`src/rtl/pcu_pkg.sv`:
```
// Shared definitions for the performance monitor counter unit.
// Assumes an 8-bit selector field per programmable counter.
package pcu_pkg;
    typedef enum logic [1:0] {
        EV_NONE = 2'd0,
        EV_INST = 2'd1,
        EV_CYC  = 2'd2
    } pcu_evt_e;

    // Bit positions in control register 0.
    localparam int unsigned C0_FRZ_ALL  = 0;
    localparam int unsigned C0_FRZ_PROG = 1;
    localparam int unsigned C0_FRZ_FIX  = 2;
    localparam int unsigned C0_OVE_ONE  = 3;
    localparam int unsigned C0_OVE_REST = 4;
    localparam int unsigned C0_EXC_EN   = 5;
    localparam int unsigned C0_PEND     = 6;
    localparam int unsigned C0_W        = 7;

    // Selector codes.
    localparam logic [7:0] SEL_INST     = 8'h02;
    localparam logic [7:0] SEL_CYC      = 8'h1E;
    localparam logic [7:0] SEL_CYC_ONE  = 8'hF0;
    localparam logic [7:0] SEL_INST_ONE = 8'hFE;
endpackage

```
`src/rtl/pcu_event_sel.sv`:
```
// Event selector decoder for one programmable counter.
// Maps a selector code to an event class. IS_FIRST enables the two
// codes that only the first counter understands.
module pcu_event_sel
    import pcu_pkg::*;
#(
    parameter int unsigned SEL_W    = 8,
    parameter bit          IS_FIRST = 1'b0
) (
    input  logic [SEL_W-1:0] sel,
    output pcu_evt_e         evt
);
    // Decode the selector into instruction, cycle or no event.
    always_comb begin
        evt = EV_NONE;
        if (sel == SEL_W'(SEL_INST)) begin
            evt = EV_INST;
        end else if (sel == SEL_W'(SEL_CYC)) begin
            evt = EV_CYC;
        end else if (IS_FIRST && (sel == SEL_W'(SEL_CYC_ONE))) begin
            evt = EV_CYC;
        end else if (IS_FIRST && (sel == SEL_W'(SEL_INST_ONE))) begin
            evt = EV_INST;
        end
    end
endmodule

```
`src/rtl/pcu_counter.sv`:
```
// One event counter with overflow edge detection.
// The counter loads on a write, which beats an increment in the same
// cycle. A tracking bit remembers whether the last counted value was
// at or above the threshold, so that only a crossing fires. A write
// clears that bit, so a negative value that was written fires on the
// next count.
module pcu_counter #(
    parameter int unsigned CNT_W = 32
) (
    input  logic             clk,
    input  logic             rst_n,
    input  logic             wr_en,
    input  logic [CNT_W-1:0] wr_data,
    input  logic             inc,
    input  logic             is_cyc,
    input  logic             ovf_en,
    output logic [CNT_W-1:0] value,
    output logic             ovf_fire
);
    localparam int unsigned MSB = CNT_W - 1;

    logic [CNT_W-1:0] next_val;
    logic             above_q;

    assign next_val = value + CNT_W'(1);

    // Count, load from software, and track the threshold state.
    always_ff @(posedge clk) begin
        if (!rst_n) begin
            value   <= '0;
            above_q <= 1'b0;
        end else if (wr_en) begin
            value   <= wr_data;
            above_q <= 1'b0;
        end else if (inc) begin
            value   <= next_val;
            above_q <= next_val[MSB];
        end
    end

    // Fire on an enabled cycle count that reaches the threshold.
    always_comb begin
        ovf_fire = !wr_en && inc && is_cyc && ovf_en
                   && next_val[MSB] && !above_q;
    end
endmodule

```
`src/rtl/pcu_regs.sv`:
```
// Control registers of the counter unit.
// Holds the freeze, overflow-enable and exception-enable fields of
// control register 0, the sticky pending flag, and the selector
// fields of control register 1. A software write of the pending bit
// beats a new overflow in the same cycle.
module pcu_regs
    import pcu_pkg::*;
#(
    parameter int unsigned SEL_ALL_W = 32
) (
    input  logic                 clk,
    input  logic                 rst_n,
    input  logic                 wr_c0,
    input  logic                 wr_c1,
    input  logic [C0_W-1:0]      wdata_c0,
    input  logic [SEL_ALL_W-1:0] wdata_c1,
    input  logic                 ovf_any,
    output logic                 frz_all,
    output logic                 frz_prog,
    output logic                 frz_fix,
    output logic                 ove_one,
    output logic                 ove_rest,
    output logic                 exc_en,
    output logic                 pending,
    output logic [SEL_ALL_W-1:0] sel_all
);
    // Store the enable and freeze fields of control register 0.
    always_ff @(posedge clk) begin
        if (!rst_n) begin
            frz_all  <= 1'b0;
            frz_prog <= 1'b0;
            frz_fix  <= 1'b0;
            ove_one  <= 1'b0;
            ove_rest <= 1'b0;
            exc_en   <= 1'b0;
        end else if (wr_c0) begin
            frz_all  <= wdata_c0[C0_FRZ_ALL];
            frz_prog <= wdata_c0[C0_FRZ_PROG];
            frz_fix  <= wdata_c0[C0_FRZ_FIX];
            ove_one  <= wdata_c0[C0_OVE_ONE];
            ove_rest <= wdata_c0[C0_OVE_REST];
            exc_en   <= wdata_c0[C0_EXC_EN];
        end
    end

    // Sticky pending flag: set by an enabled overflow, written by software.
    always_ff @(posedge clk) begin
        if (!rst_n) begin
            pending <= 1'b0;
        end else if (wr_c0) begin
            pending <= wdata_c0[C0_PEND];
        end else if (ovf_any && exc_en) begin
            pending <= 1'b1;
        end
    end

    // Store the selector fields of control register 1.
    always_ff @(posedge clk) begin
        if (!rst_n) begin
            sel_all <= '0;
        end else if (wr_c1) begin
            sel_all <= wdata_c1;
        end
    end
endmodule

```
`src/rtl/perf_counter_unit.sv`:
```
// Performance monitor counter unit: six event counters, two control
// registers and overflow-to-exception reporting.
// Assumes CNT_W is at least SEL_W*4 and at least seven, so that both
// control registers fit in the data word. Counters 1 to 4 are
// programmable, counter 5 counts instructions, counter 6 counts cycles.
module perf_counter_unit
    import pcu_pkg::*;
#(
    parameter int unsigned CNT_W  = 32,
    parameter int unsigned ADDR_W = 4,
    parameter int unsigned SEL_W  = 8
) (
    input  logic              clk,
    input  logic              rst_n,
    input  logic              cyc_tick,
    input  logic              inst_done,
    input  logic              reg_wr,
    input  logic [ADDR_W-1:0] reg_addr,
    input  logic [CNT_W-1:0]  reg_wdata,
    output logic [CNT_W-1:0]  reg_rdata,
    output logic              exc_req
);
    localparam int unsigned NUM_CNT    = 6;
    localparam int unsigned NUM_PROG   = 4;
    localparam int unsigned SEL_ALL_W  = SEL_W * NUM_PROG;
    localparam int unsigned ADDR_C0    = NUM_CNT;
    localparam int unsigned ADDR_C1    = NUM_CNT + 1;
    localparam int unsigned IDX_INST   = NUM_PROG;

    logic                     frz_all;
    logic                     frz_prog;
    logic                     frz_fix;
    logic                     ove_one;
    logic                     ove_rest;
    logic                     exc_en;
    logic                     pending;
    logic [SEL_ALL_W-1:0]     sel_all;
    logic [CNT_W-1:0]         cnt_val [NUM_CNT];
    logic [NUM_CNT*CNT_W-1:0] cnt_flat;
    logic [NUM_CNT-1:0]       fire_vec;
    logic                     ovf_any;
    logic                     wr_c0;
    logic                     wr_c1;

    assign wr_c0   = reg_wr && (reg_addr == ADDR_W'(ADDR_C0));
    assign wr_c1   = reg_wr && (reg_addr == ADDR_W'(ADDR_C1));
    assign ovf_any = |fire_vec;
    assign exc_req = pending;

    pcu_regs #(
        .SEL_ALL_W(SEL_ALL_W)
    ) u_regs (
        .clk      (clk),
        .rst_n    (rst_n),
        .wr_c0    (wr_c0),
        .wr_c1    (wr_c1),
        .wdata_c0 (reg_wdata[C0_W-1:0]),
        .wdata_c1 (reg_wdata[SEL_ALL_W-1:0]),
        .ovf_any  (ovf_any),
        .frz_all  (frz_all),
        .frz_prog (frz_prog),
        .frz_fix  (frz_fix),
        .ove_one  (ove_one),
        .ove_rest (ove_rest),
        .exc_en   (exc_en),
        .pending  (pending),
        .sel_all  (sel_all)
    );

    for (genvar i = 0; i < NUM_CNT; i++) begin : g_cnt
        pcu_evt_e evt;
        logic     grp_frz;
        logic     inc;
        logic     ove;
        logic     wr_me;

        if (i < NUM_PROG) begin : g_prog
            pcu_event_sel #(
                .SEL_W    (SEL_W),
                .IS_FIRST (i == 0)
            ) u_sel (
                .sel (sel_all[i*SEL_W +: SEL_W]),
                .evt (evt)
            );
            assign grp_frz = frz_all || frz_prog;
        end else begin : g_fixed
            assign evt     = (i == IDX_INST) ? EV_INST : EV_CYC;
            assign grp_frz = frz_all || frz_fix;
        end

        if (i == 0) begin : g_ove_one
            assign ove = ove_one;
        end else begin : g_ove_rest
            assign ove = ove_rest;
        end

        // Increment when the selected strobe is high and the group runs.
        always_comb begin
            inc = !grp_frz && (((evt == EV_CYC) && cyc_tick)
                             || ((evt == EV_INST) && inst_done));
        end

        assign wr_me = reg_wr && (reg_addr == ADDR_W'(i));

        pcu_counter #(
            .CNT_W(CNT_W)
        ) u_cnt (
            .clk      (clk),
            .rst_n    (rst_n),
            .wr_en    (wr_me),
            .wr_data  (reg_wdata),
            .inc      (inc),
            .is_cyc   (evt == EV_CYC),
            .ovf_en   (ove),
            .value    (cnt_val[i]),
            .ovf_fire (fire_vec[i])
        );

        assign cnt_flat[i*CNT_W +: CNT_W] = cnt_val[i];
    end

    // Read multiplexer over the counters and both control registers.
    always_comb begin
        reg_rdata = '0;
        for (int k = 0; k < NUM_CNT; k++) begin
            if (reg_addr == ADDR_W'(k)) begin
                reg_rdata = cnt_val[k];
            end
        end
        if (reg_addr == ADDR_W'(ADDR_C0)) begin
            reg_rdata[C0_FRZ_ALL]  = frz_all;
            reg_rdata[C0_FRZ_PROG] = frz_prog;
            reg_rdata[C0_FRZ_FIX]  = frz_fix;
            reg_rdata[C0_OVE_ONE]  = ove_one;
            reg_rdata[C0_OVE_REST] = ove_rest;
            reg_rdata[C0_EXC_EN]   = exc_en;
            reg_rdata[C0_PEND]     = pending;
        end
        if (reg_addr == ADDR_W'(ADDR_C1)) begin
            reg_rdata[SEL_ALL_W-1:0] = sel_all;
        end
    end
endmodule

```
`config.mk`:
```
export PLATFORM = sky130hd
export DESIGN_NAME = perf_counter_unit
export DESIGN_NICKNAME = d
export VERILOG_FILES = /design/src/rtl/pcu_pkg.sv /design/src/rtl/pcu_event_sel.sv /design/src/rtl/pcu_counter.sv /design/src/rtl/pcu_regs.sv /design/src/rtl/perf_counter_unit.sv
export SDC_FILE = /design/constraint.sdc
export NUM_CORES = 1
export LEC_CHECK = 0
export BUFFER_PORTS_ARGS = -buffer_cell sky130_fd_sc_hd__clkbuf_2
export CAP_MARGIN = 40
export CELL_PAD_IN_SITES_DETAIL_PLACEMENT = 2
export CELL_PAD_IN_SITES_GLOBAL_PLACEMENT = 2
export CORE_MARGIN = 4
export CORE_UTILIZATION = 41
export CTS_CLUSTER_DIAMETER = 150
export DETAILED_ROUTE_END_ITERATION = 10
export PLACE_DENSITY_LB_ADDON = 0.1
export SETUP_SLACK_MARGIN = 0.02
export SLEW_MARGIN = 10
export SYNTH_ARGS = -nofsm -noshare
export SYNTH_HDL_FRONTEND = slang
export SYNTH_HIERARCHICAL = 1
export SYNTH_SLANG_ARGS = --single-unit
```
`constraint.sdc`:
```
create_clock -name clk -period 7.3 [get_ports clk]
set_input_delay 0.365 -clock clk [delete_from_list [all_inputs] [get_ports clk]]
set_output_delay 0.365 -clock clk [all_outputs]
set_load 0.01 [all_outputs]
```
; Word level (Yosys, flattened, before mapping)
; Index checks and enable logic that the tools add are counted.
[classes]
addsub = 6
eq_ne = 25
muxes = 32
bitwise_logic = 1
n_reduce_logical = 79
[ops]
columns = operator, count
row1 = 2-to-1 mux 32 bit, 19
row2 = adder 32 x 1 -> 32 bit (second input constant), 6
row3 = logical AND 1 bit, 47
row4 = equality test 8 x 2 -> 1 bit (second input constant), 4
row5 = equality test 8 x 5 -> 1 bit (second input constant), 4
row6 = 2-to-1 mux 2 bit, 9
row7 = equality test 4 x 3 -> 1 bit (second input constant), 4
row8 = equality test 8 bit (second input constant), 2
row9 = nonzero test 2 bit, 7
row10 = zero test 1 bit, 12
row11 = OR reduction 2 bit, 5
row12 = equality test 2 x 1 -> 1 bit (second input constant), 4
row13 = equality test 2 bit (second input constant), 4
row14 = equality test 4 x 2 -> 1 bit (second input constant), 2
row15 = 2-to-1 mux 7 bit, 1
row16 = logical OR 1 bit, 6
row17 = OR reduction 5 bit, 1
row18 = equality test 4 x 1 -> 1 bit (second input constant), 1
row19 = zero test 4 bit, 1
row20 = 2-to-1 mux 1 bit, 3
row21 = inverter 1 bit, 1
[word_totals]
ff_bits = 236
inputBits = 41
out_inout_bits = 33

; Depth between registers and ports, before layout
; Gate-level depths: netlist (run 1).
[logic_depth]
ltp_word = 18
mapped_depth = 15
mapped_depth_nobuf = 14

; Hierarchy
; Netlist (run 1), hierarchy kept.
[by_module_without_submodules]
columns = mod, instances, cells_each, area_per_inst_um2
row1 = pcu_counter, 6, 216, 1819.2
row2 = perf_counter_unit, 1, 343, 2359.8
row3 = pcu_regs, 1, 127, 1520.2
row4 = pcu_event_sel at g_cnt[1].g_prog.u_sel ..., 3, 6, 53.8
row5 = pcu_event_sel at g_cnt[0].g_prog.u_sel, 1, 10, 66.3

; Worst setup path before layout (run 1)
; No wires, ideal clock.
[synth_timing]
kind = flip-flop to flip-flop
startpoint = register u_regs.sel_all[8]
endpoint = register g_cnt[1].u_cnt.value[30]
setup_time_ns = 0.133
t_arrival_ns = 2.620
required_ns = 7.167
path_slack_ns = 4.547
path_stages_with_launch = 12
path_buffers = 1
path_cell_list = dfxtp_1 -> or4b_1 -> nor3_2 -> nor2b_1 -> a21oi_1 -> nor3_1 -> buf_2 -> nand4_1 -> nor4_2 -> nor4b_1 -> xnor2_1 -> a21oi_1
[synth_between]
elab_chain_cells = 8
elab_cells_between_ends = 11
cone_classes = 4 x eq/ne / 2 x mux / 5 x reduce/logical
[synth_lines]
columns = item, line_no
row1 = from (decl), pcu_regs.sv:25  ; output logic [SEL_ALL_W-1:0] sel_all
row2 = from (signal assigned), pcu_regs.sv:62  ; sel_all <= wdata_c1;
row3 = equality test 8 x 5 -> 1 bit, pcu_event_sel.sv:18  ; end else if (sel == SEL_W'(SEL_CYC)) begin
row4 = 2-to-1 mux 2 bit, pcu_event_sel.sv:18
row5 = 2-to-1 mux 2 bit (*), pcu_event_sel.sv:16  ; if (sel == SEL_W'(SEL_INST)) begin
row6 = named net g_cnt[1].evt[1], perf_counter_unit.sv:71  ; pcu_evt_e evt;
row7 = equality test 2 bit / equality test 2 x 1 -> 1 bit (equally long branches), "perf_counter_unit.sv:99, perf_counter_unit.sv:100"
row8 = logical AND 1 bit (on tied branches), "perf_counter_unit.sv:99, perf_counter_unit.sv:100"
row9 = logical OR 1 bit (*), perf_counter_unit.sv:100  ; || ((evt == EV_INST) && inst_done));
row10 = logical AND 1 bit (*), perf_counter_unit.sv:99  ; inc = !grp_frz && (((evt == EV_CYC) && cyc_tick)
row11 = named net g_cnt[1].inc, perf_counter_unit.sv:73  ; logic inc;
row12 = nonzero test 2 bit (no line) (*), --
row13 = to (signal assigned), pcu_counter.sv:33  ; value <= wr_data;
row14 = to (signal assigned), pcu_counter.sv:36  ; value <= next_val;
row15 = to (decl), pcu_counter.sv:17  ; output logic [CNT_W-1:0] value,
; Mark *: on every way through the listed nets, which the timed path passes. The rest lies on a longest branch.
; A chain may end at the register's enable or synchronous reset.

; Worst setup path after layout (run 1)
[layout_timing]
startpoint = register u_regs.sel_all[24]
endpoint = register g_cnt[3].u_cnt.value[30]
[layout_between]
elab_cells_between_ends = 11
cone_classes = 4 x eq/ne / 2 x mux / 5 x reduce/logical
[layout_lines]
columns = item, line_no
row1 = equality test 8 x 2 -> 1 bit (*), pcu_event_sel.sv:16
row2 = 2-to-1 mux 2 bit (*), pcu_event_sel.sv:16
row3 = named net g_cnt[3].evt[0], perf_counter_unit.sv:71
row4 = equality test 2 bit / equality test 2 x 1 -> 1 bit (equally long branches), "perf_counter_unit.sv:99, perf_counter_unit.sv:100"
row5 = logical AND 1 bit (on tied branches), "perf_counter_unit.sv:99, perf_counter_unit.sv:100"
row6 = logical OR 1 bit (*), perf_counter_unit.sv:100
row7 = logical AND 1 bit (*), perf_counter_unit.sv:99
row8 = named net g_cnt[3].inc, perf_counter_unit.sv:73
row9 = nonzero test 2 bit (no line) (*), --
row10 = to (signal assigned), pcu_counter.sv:33
row11 = to (signal assigned), pcu_counter.sv:36
row12 = to (decl), pcu_counter.sv:17
; Marked as above.

==> flow_metrics.tcl, run 1 <==
set metrics [dict create \
    clock_sink_count 237 \
    clockPowerShare 0.486 \
    syn_avg_cell_area_um2 8.37 \
    worstSetupPathType "flip-flop to flip-flop" \
    mostFrequentLayoutCells "dfxtp_1 (237), a21oi_1 (159), nor2_1 (151)" \
    drive_above_1_share 0.124 \
    dieArea_um2 39800 \
    ys_ff_latch 237 \
    crit_path_max_fanout 17 \
    cp_data_arrival_time_ps 4270 \
    r2r_cells 12 \
    critPathCaptureType "flip-flop" \
    p_leak_nw 5.94 \
    dp_cells 2242 \
    drt_iter0_drc 1121 \
    final_common_cell "dfxtp_1" \
    p_switching_uw 881 \
    dp_hpwl_um 49400 \
    row_count 69 \
    synth_nets 1841 \
    setup_violations 0 \
    crit_path_end "g_cnt[3].u_cnt/value[30]$_SDFFE_PN0P_" \
    synth_cell_types 66 \
    post-route-drc-count 0 \
    port_buffers 73 \
    overflow 0 \
    clockRootBuffer "clkbuf_16" \
    path_cells "or4_4, nor4_2, nand2_1, nor2_1, a21oi_1, nor3_2, buf_4, nand4_1, nor4_2, nor4b_1, xnor2_1, a21oi_1" \
    grt_pass1_vias 15800 \
    critPathLaunchType "flip-flop" \
    wl_per_cell_um 30.0 \
    cts-resized-gates 0 \
    tns_ps 0 \
    crit_required_ps 7770 \
    coreArea_um2 35800 \
    antenna_found_initial 4 \
    grt_max_degree 73 \
    grt_pass1_wl_um 102000 \
    die_h_um 199 \
    post_cts_buffers 0 \
    synthFlopType "dfxtp_1" \
    wirelength_um 69100 \
    nFillCells 3996 \
    syn2layout_area_growth_pct 11.5 \
    cts-buffers-inserted 30 \
    synth-edff-count 0 \
    viasPerCell 6.56 \
    internal_power_mw 2.36 \
    fin_crit_sh 0.521 \
    cts.htree.levels 1 \
    clk_latency_ps 580 \
    p_sw_frac 0.271 \
    slew_violations 0 \
    antennaDiodeCount 0 \
    irDropWorstVdd_mv 0.167 \
    max_freq_mhz 263 \
    dieWidth_um 199 \
    tightest_slew_ps 1020 \
    rsz0062_at_grt "false" \
    min_path_type "primary input to flip-flop" \
    slew_headroom 0.315 \
    r2r_start "u_regs/sel_all[24]$_SDFFE_PN0P_" \
    comb_power_share 0.093 \
    postRouteAntennaNets 0 \
    layout_min_cycle_time_ps 3810 \
    ys_seq_area_frac 0.316 \
    crit_start "u_regs/sel_all[24]$_SDFFE_PN0P_" \
    grt_usage 0.337 \
    skew_ps 13.7 \
    initial_core_util 0.419 \
    fin_cells 2299 \
    crit_slowest_cell "nor4_2" \
    gp_congestion 0.964 \
    ff2ff_setup_slack_ps 3490 \
    hold_viol 0 \
    path_clk_slew_ps 60 \
    cp_slowest_stage_delay_ps 790 \
    clockBufferDepth 3 \
    yosysWarnings 6 \
    synthArstFlopShare 0 \
    power_density_nw_per_um2 194 \
    rr_endpoint "g_cnt[3].u_cnt/value[30]$_SDFFE_PN0P_" \
    first_pass_iters 5 \
    syn_area_um2 15000 \
    maxCapViolCount 0 \
    synthCells 1794 \
    status "finished clean" \
    cts_hold_buf 0 \
    dpl_cell_area_um2 15700 \
    fin_area_um2 16800 \
    vias 15100 \
    seq_power_share 0.420 \
    nNetsFinal 1862 \
    ios 74 \
    cts_tree "yes" \
]
-- per-layer routing --
layer | vias up | wire length [µm] | track usage | part of all wire
met3 | 172 | 4380 | 0.0464 | 0.063
met1 | 7696 | 29200 | 0.442 | 0.42
met2 | 582 | 31900 | 0.555 | 0.46
met4 | 4 | 3650 | 0.148 | 0.053
li1 | 6621 | - | - | -
met5 | - | 29 | 0 | 0.00042
-- synth_stat cells, types with 9 or more instances --
cell type / n / share of area
a211oi_1: 36 / 0.018
a21oi_1: 159 / 0.053
a22oi_1: 30 / 0.015
and3_1: 16 / 0.0067
and4_1: 19 / 0.011
buf_1: 18 / 0.0045
buf_2: 20 / 0.0067
buf_6: 11 / 0.0082
clkbuf_1: 54 / 0.013
dfxtp_1: 237 / 0.32
inv_1: 44 / 0.011
mux2_2: 10 / 0.0075
mux2i_1: 86 / 0.057
nand2_1: 77 / 0.019
nand2b_1: 28 / 0.012
nand3_1: 60 / 0.020
nand4_1: 73 / 0.030
nand4_2: 18 / 0.015
nor2_1: 154 / 0.038
nor2b_1: 55 / 0.023
nor3_1: 38 / 0.013
nor3b_1: 39 / 0.019
nor4_2: 9 / 0.0075
nor4b_1: 18 / 0.010
o211a_1: 12 / 0.0080
o21ai_0: 110 / 0.037
o22ai_1: 34 / 0.014
o2bb2ai_1: 16 / 0.0093
o32a_1: 13 / 0.0087
or3_1: 13 / 0.0054
xnor2_1: 60 / 0.035
xor2_1: 114 / 0.066
-- layout make-up --
cell class / instances / area [µm²] / area share
clock buffer: 49 / 913 / 0.0545
timing repair buffer: 103 / 711 / 0.0424
multi-input combinational: 1399 / 9540 / 0.569
sequential: 237 / 4740 / 0.283
inverter: 44 / 165 / 0.00986
tap: 461 / 577 / 0.0344
clock inverter: 6 / 105 / 0.00627
-- cell families (layout without fill, tap and decap cells) --
family          after synthesis  in the layout  share of synthesized area
buf+inv                     158            202                     0.0519
fa+ha+maj                     6              6                    0.00500
flops                       237            237                      0.316
mux                          96             96                     0.0648
other cells                   2              2                   0.000500
simple gates                662            662                      0.268
compound gates              459            459                      0.193
xor+xnor                    174            174                      0.101
-- critical path: cells and delay by family, from the launching register on --
family / cells / cell delay [ps]
and+or+nand+nor: 8 / 2760
xor gates and xnor gates: 1 / 160
DFF: 1 / 330
buffers and inverters: 1 / 300
AOI/OAI and AO/OA: 2 / 140
-- state kept, by name, indices dropped and copies added (netlist names) --
name / flops
u_regs/pending: 1
g_cnt.u_cnt/value: 192
u_regs/exc_en: 1
g_cnt.u_cnt/above_q: 6
u_regs/frz_all: 1
u_regs/frz_prog: 1
u_regs/ove_one: 1
u_regs/ove_rest: 1
u_regs/frz_fix: 1
u_regs/sel_all: 32
-- through the flow --
stage | hold WS [ps] | worst slack [ps] | utilization | power, mW
after floorplan | 496 | 4550 | - | 1.54
after global placement | 520 | 3420 | 0.434 | 1.67
after detailed placement | 548 | 3390 | 0.439 | 1.68
after CTS | 222 | 3330 | 0.467 | 3.26
after global routing | 244 | 3280 | 0.468 | 3.34
final | 228 | 3490 | 0.468 | 3.25
-- worst min-delay path by stage --
| stage | start | end | slack (ps) | depth (start not counted) |
|---|---|---|---|---|
| after CTS | reg_wdata[16] | u_regs/sel_all[16]$_SDFFE_PN0P_ | 220 | 3 |
| final | reg_wdata[16] | u_regs/sel_all[16]$_SDFFE_PN0P_ | 230 | 3 |
| after detailed placement | g_cnt[2].u_cnt/above_q$_SDFFE_PP0P_ | g_cnt[2].u_cnt/above_q$_SDFFE_PP0P_ | 550 | 2 |
| after floorplan | u_regs/sel_all[13]$_SDFFE_PN0P_ | u_regs/sel_all[13]$_SDFFE_PN0P_ | 500 | 2 |
| after global routing | reg_wdata[17] | g_cnt[0].u_cnt/value[17]$_SDFFE_PN0P_ | 240 | 3 |
| after global placement | u_regs/sel_all[29]$_SDFFE_PN0P_ | u_regs/sel_all[29]$_SDFFE_PN0P_ | 520 | 2 |
-- power by group through the flow --
stage	combinational (mW)	sequential, mW	clock, mW
6_report	0.303	1.36	1.58
5_1_grt	0.317	1.37	1.66
4_1_cts	0.295	1.36	1.60
3_5_place_dp	0.291	1.39	0
3_3_place_gp	0.278	1.39	0
2_1_floorplan	0.168	1.37	0
Note: power is estimated with default switching activity, not from simulation.
==> inputs of run 2 (changes only) <==
--- a/config.mk
+++ b/config.mk
@@ -10,7 +10,7 @@
 export CELL_PAD_IN_SITES_DETAIL_PLACEMENT = 2
 export CELL_PAD_IN_SITES_GLOBAL_PLACEMENT = 2
 export CORE_MARGIN = 4
-export CORE_UTILIZATION = 41
+export CORE_UTILIZATION = 38
 export CTS_CLUSTER_DIAMETER = 150
 export DETAILED_ROUTE_END_ITERATION = 10
 export PLACE_DENSITY_LB_ADDON = 0.1
==> constraint.sdc (replaced) <==
create_clock -name clk -period 3.9 [get_ports clk]
set_input_delay 0.195 -clock clk [delete_from_list [all_inputs] [get_ports clk]]
set_output_delay 0.195 -clock clk [all_outputs]
set_load 0.01 [all_outputs]
==> run 2 against run 1 <==
Effect of this change: utilization shrank 3.2 points; critical path depth fell by 1; register-to-register slack lost 3000 ps; sequential cell count stayed put; via count fell by 0.34%; clock power rose by 90%; non-clock buffer count grew 18; critical path type unchanged; largest power group unchanged; highest routed layer unchanged.
==> flow_metrics.tcl, run 2 (synthesis results as in run 1) <==
set metrics [dict create \
    ff2ff_setup_slack_ps 480 \
    r2r_start "u_regs/sel_all[16]$_SDFFE_PN0P_" \
    crit_path_max_fanout 7 \
    worstSetupPathType "flip-flop to flip-flop" \
    seqCellArea_um2 4740 \
    clk_latency_ps 590 \
    post_cts_buffers 0 \
    grt_usage 0.320 \
    worst-path-buf-inv 1 \
    fin_crit_sh 0.878 \
    crit_required_ps 4340 \
    nNetsFinal 1881 \
    initial_core_util 0.387 \
    r2r_cells 11 \
    worstHoldEndpoint "g_cnt[0].u_cnt/value[5]$_SDFFE_PN0P_" \
    clockBufferDepth 3 \
    max_freq_mhz 292 \
    hold_viol 0 \
    dp_cells 2318 \
    die_h_um 207 \
    dieArea_um2 42800 \
    drt_iter0_drc 1057 \
    multi_input_area_um2 9540 \
    cp_slowest_stage_delay_ps 550 \
    clockPowerShare 0.489 \
    layout_min_cycle_time_ps 3420 \
    final_common_cell "dfxtp_1" \
    crit_slowest_cell "or4b_1" \
    slew_violations 0 \
    skew_ps 22.1 \
    antenna_found_initial 2 \
    grt_max_degree 56 \
    internal_power_mw 4.46 \
    maxCapViolCount 0 \
    cts.htree.levels 1 \
    ios 74 \
    syn2layout_area_growth_pct 12.6 \
    coreArea_um2 38800 \
    grt_pass1_vias 15500 \
    clock_sink_count 237 \
    dp_hpwl_um 51500 \
    path_cells "or4b_1, nor3_2, nor2b_1, a21oi_1, nor3_2, nand4_1, nor4_2, buf_4, nor4b_1, xnor2_1, a21oi_1" \
    post-route-drc-count 0 \
    wirelength_um 70300 \
    critPathCaptureType "flip-flop" \
    gp_congestion 0.956 \
    hold_depth 3 \
    tightest_slew_ps 870 \
    min_path_type "primary input to flip-flop" \
    fin_util 0.435 \
    setup_violations 0 \
    comb_power_share 0.093 \
    fin_cells 2375 \
    nFillCells 4391 \
    critPathLaunchType "flip-flop" \
    cts-resized-gates 0 \
    top_regs "g_cnt.u_cnt/value: 192 flops, u_regs/sel_all: 32 flops, g_cnt.u_cnt/above_q: 6 flops" \
    wl_per_cell_um 29.6 \
    hold_start "reg_wdata[5]" \
    p_switching_mw 1.66 \
    clockRootBuffer "clkbuf_16" \
    dieWidth_um 207 \
    cts_hold_buf 0 \
    dpl_cell_area_um2 15900 \
    first_pass_iters 5 \
    tns_ps 0 \
    slew_headroom 0.414 \
    status "finished clean" \
    viasPerCell 6.33 \
    largest_reg_flops 192 \
    irDropWorstVdd_mv 0.350 \
    port_buffers 73 \
    overflow 0 \
    cts-buffers-inserted 31 \
    vias 15000 \
    cp_data_arrival_time_ps 3860 \
    row_count 72 \
    postRouteAntennaNets 0 \
    path_clk_slew_ps 60 \
    crit_family "simple AND/OR/NAND/NOR gates" \
    rr_endpoint "g_cnt[2].u_cnt/value[30]$_SDFFE_PN0P_" \
    p_leak_nw 6.01 \
    antennaDiodeCount 0 \
    fin_area_um2 16900 \
    mostFrequentLayoutCells "dfxtp_1 (237), a21oi_1 (159), nor2_1 (151)" \
    seq_power_share 0.417 \
    drive_above_1_share 0.135 \
    grt_pass1_wl_um 103000 \
    p_sw_frac 0.272 \
    cts_tree "yes" \
    regMostFlops "g_cnt.u_cnt/value" \
    rsz0062_at_grt "false" \
    power_density_nw_per_um2 362 \
]
-- run 2: cell count changes in the layout (fill, tap and decap cells not counted), sizes merged --
cell and change:
buf +19, clkbuf -3, clkinvlp +1, clkinv +2
-- run 2: metal layers --
metal	part of all wire	track usage	wire length, µm
met5	0.00016	0	11
met4	0.041	0.109	2850
met3	0.050	0.0476	3540
met2	0.46	0.531	32600
met1	0.45	0.426	31300
-- run 2: worst max path at each step --
stage / startpoint / to / slack (ps) / cells past startpoint
final: u_regs/sel_all[16]$_SDFFE_PN0P_ / g_cnt[2].u_cnt/value[30]$_SDFFE_PN0P_ / 480 / 11
after global routing: u_regs/sel_all[16]$_SDFFE_PN0P_ / g_cnt[2].u_cnt/value[30]$_SDFFE_PN0P_ / 300 / 11
after CTS: u_regs/sel_all[16]$_SDFFE_PN0P_ / g_cnt[2].u_cnt/value[30]$_SDFFE_PN0P_ / 490 / 11
after detailed placement: u_regs/sel_all[16]$_SDFFE_PN0P_ / g_cnt[2].u_cnt/value[30]$_SDFFE_PN0P_ / 510 / 11
after global placement: u_regs/sel_all[16]$_SDFFE_PN0P_ / g_cnt[2].u_cnt/value[11]$_SDFFE_PN0P_ / 750 / 11
after floorplan: u_regs/sel_all[16]$_SDFFE_PN0P_ / g_cnt[2].u_cnt/value[30]$_SDFFE_PN0P_ / 1150 / 11
-- run 2: final cells by class --
| class | instances | area share |
|---|---|---|
| Tap cell | 518 | 0.0383 |
| Clock buffer | 47 | 0.0548 |
| Multi-Input combinational cell | 1399 | 0.564 |
| Timing Repair Buffer | 121 | 0.0450 |
| Sequential cell | 237 | 0.281 |
| Clock inverter | 9 | 0.00725 |
| Inverter | 44 | 0.00977 |
-- run 2: power by group through the flow --
| stage | combinational, mW | sequential [mW] | clock, mW |
|---|---|---|---|
| floorplan | 0.314 | 2.57 | 0 |
| CTS | 0.562 | 2.55 | 3.04 |
| global route | 0.600 | 2.56 | 3.15 |
| finish | 0.573 | 2.56 | 3.00 |
| detailed placement | 0.557 | 2.61 | 0 |
| global placement | 0.542 | 2.60 | 0 |
-- run 2: tightest hold or removal path, delay by kind of cell --
family	cells	cell delay (ps)
AOI/OAI and AO/OA	1	60
and+or+nand+nor	1	140
buffers and inverters	1	220
-- run 2: metrics by stage --
| stage | hold WS [ps] | power (mW) | setup WS [ps] |
|---|---|---|---|
| 4_1_cts | 76.4 | 6.16 | 489 |
| 2_1_floorplan | 333 | 2.89 | 1150 |
| 3_5_place_dp | 542 | 3.16 | 508 |
| 5_1_grt | 92.9 | 6.31 | 296 |
| 3_3_place_gp | 521 | 3.15 | 748 |
| 6_report | 90.8 | 6.13 | 475 |
==> inputs of run 3 (changes only) <==
--- a/config.mk
+++ b/config.mk
@@ -9,6 +9,7 @@
 export CAP_MARGIN = 40
 export CELL_PAD_IN_SITES_DETAIL_PLACEMENT = 2
 export CELL_PAD_IN_SITES_GLOBAL_PLACEMENT = 2
+export CORE_ASPECT_RATIO = 1.4
 export CORE_MARGIN = 4
 export CORE_UTILIZATION = 38
 export CTS_CLUSTER_DIAMETER = 150
@@ -20,3 +21,4 @@
 export SYNTH_HDL_FRONTEND = slang
 export SYNTH_HIERARCHICAL = 1
 export SYNTH_SLANG_ARGS = --single-unit
+export TNS_END_PERCENT = 50
==> run 3 against run 2 <==
Effect of this change: wire length is 2.2% higher; total power hardly changed; fmax is 0.72% higher; critical endpoint is now g_cnt[1].u_cnt/value[30]$_SDFFE_PN0P_; clock power hardly changed; worst setup slack better by 24 ps; non-clock buffer count is 3 higher.
==> flow_metrics.tcl, run 3 (synthesis results as in run 1) <==
set metrics [dict create \
    status "finished clean" \
    cts_tree "yes" \
    min_path_type "primary input to flip-flop" \
    postRouteAntennaNets 0 \
    top_regs "g_cnt.u_cnt/value: 192 flops, u_regs/sel_all: 32 flops, g_cnt.u_cnt/above_q: 6 flops" \
    setup_violations 0 \
    dp_hpwl_um 53500 \
    row_count 85 \
    slew_headroom 0.438 \
    fin_area_um2 16900 \
    crit_required_ps 4360 \
    antenna_found_initial 3 \
    cp_slowest_stage_delay_ps 540 \
    dieWidth_um 176 \
    first_pass_iters 5 \
    post-route-drc-count 0 \
    largest_reg_flops 192 \
    total_power_mw 6.13 \
    cp_data_arrival_time_ps 3860 \
    clockRootBuffer "clkbuf_16" \
    vias 15000 \
    clock_sink_count 237 \
    place_ws_ps 726 \
    die_h_um 243 \
    clk_latency_ps 590 \
    skew_ps 34.4 \
    final_common_cell "dfxtp_1" \
    seqCellArea_um2 4740 \
    overflow 0 \
    setup_ws_ps 500 \
    max_freq_mhz 294 \
    nFillCells 4329 \
    dieArea_um2 42800 \
    p_leak_nw 6.03 \
    clockBufferDepth 3 \
    irDropWorstVdd_mv 0.366 \
    regMostFlops "g_cnt.u_cnt/value" \
    wl_per_cell_um 30.1 \
    tns_ps 0 \
    cts-resized-gates 0 \
    ios 74 \
    dpl_cell_area_um2 15900 \
    critPathCaptureType "flip-flop" \
    cts_hold_buf 0 \
    maxCapViolCount 0 \
    drive_above_1_share 0.136 \
    crit_path_max_fanout 6 \
    drt_iter0_drc 1062 \
    worstSetupPathType "flip-flop to flip-flop" \
    grt_pass1_vias 16000 \
    port_buffers 73 \
    nNetsFinal 1882 \
    mostFrequentLayoutCells "dfxtp_1 (237), a21oi_1 (159), nor2_1 (151)" \
    grt_usage 0.323 \
    syn2layout_area_growth_pct 12.6 \
    post_cts_buffers 0 \
    rsz0062_at_grt "false" \
    cts.htree.levels 1 \
    power_density_nw_per_um2 362 \
    hold_viol 0 \
    wirelength_um 71800 \
    grt_pass1_wl_um 105000 \
    multi_input_area_um2 9540 \
    coreArea_um2 38800 \
    gp_congestion 0.917 \
    path_clk_slew_ps 60 \
    path_cells "or4_4, nor4_2, nand2_1, nor2_1, a21oi_1, nor3_2, nand4_1, nor4_2, nor4b_1, xnor2_1, a21oi_1" \
    critPathLaunchType "flip-flop" \
    grt_max_degree 62 \
    viasPerCell 6.30 \
    fin_crit_sh 0.872 \
    cts-buffers-inserted 29 \
    slew_violations 0 \
    fin_util 0.436 \
    tightest_slew_ps 834 \
    layout_min_cycle_time_ps 3400 \
    initial_core_util 0.387 \
    crit_slowest_cell "nor4_2" \
]
-- run 3: final timing paths --
check,startpoint,end,slack [ps],cells after the start
max,u_regs/sel_all[15]$_SDFFE_PN0P_,g_cnt[1].u_cnt/value[30]$_SDFFE_PN0P_,500,11
min,reg_wdata[17],g_cnt[1].u_cnt/value[17]$_SDFFE_PN0P_,80,3
max reg2reg,u_regs/sel_all[15]$_SDFFE_PN0P_,g_cnt[1].u_cnt/value[30]$_SDFFE_PN0P_,500,11
min reg2reg,u_regs/sel_all[21]$_SDFFE_PN0P_,u_regs/sel_all[21]$_SDFFE_PN0P_,550,2
-- run 3: power breakdown --
part | internal (mW) | switching (mW) | leakage [nW]
clock network | 1.81 | 1.19 | 0.513
logic | 0.175 | 0.402 | 3.60
registers | 2.47 | 0.0863 | 1.92
total | 4.45 | 1.68 | 6.03
-- run 3: cell type report --
cell class / count / share of cell area
Antenna cell: 1 / 0.000148
Clock buffer: 40 / 0.0489
Clock inverter: 14 / 0.0118
Inverter: 44 / 0.00976
Multi-Input combinational cell: 1399 / 0.564
Sequential cell: 237 / 0.280
Tap cell: 522 / 0.0386
Timing Repair Buffer: 124 / 0.0464
-- run 3: through the flow --
stage                     cells  hold slack (ps)
after floorplan            1794              333
after global placement     2324              529
after detailed placement   2325              541
after CTS                  2379             66.8
after global routing       2380             80.4
final                      2381             84.5
-- run 3: critical path: cells and delay by family (launching register included) --
family / cells / cell delay (ps)
compound gates: 2 / 140
xor+xnor: 1 / 190
flops: 1 / 350
simple gates: 8 / 2590
-- run 3: layer usage --
layer	track usage	wire length, µm	vias up
met5	0	13	-
met4	0.169	4450	2
met3	0.0285	2650	174
met2	0.568	35700	426
met1	0.389	29000	7755
li1	-	-	6655
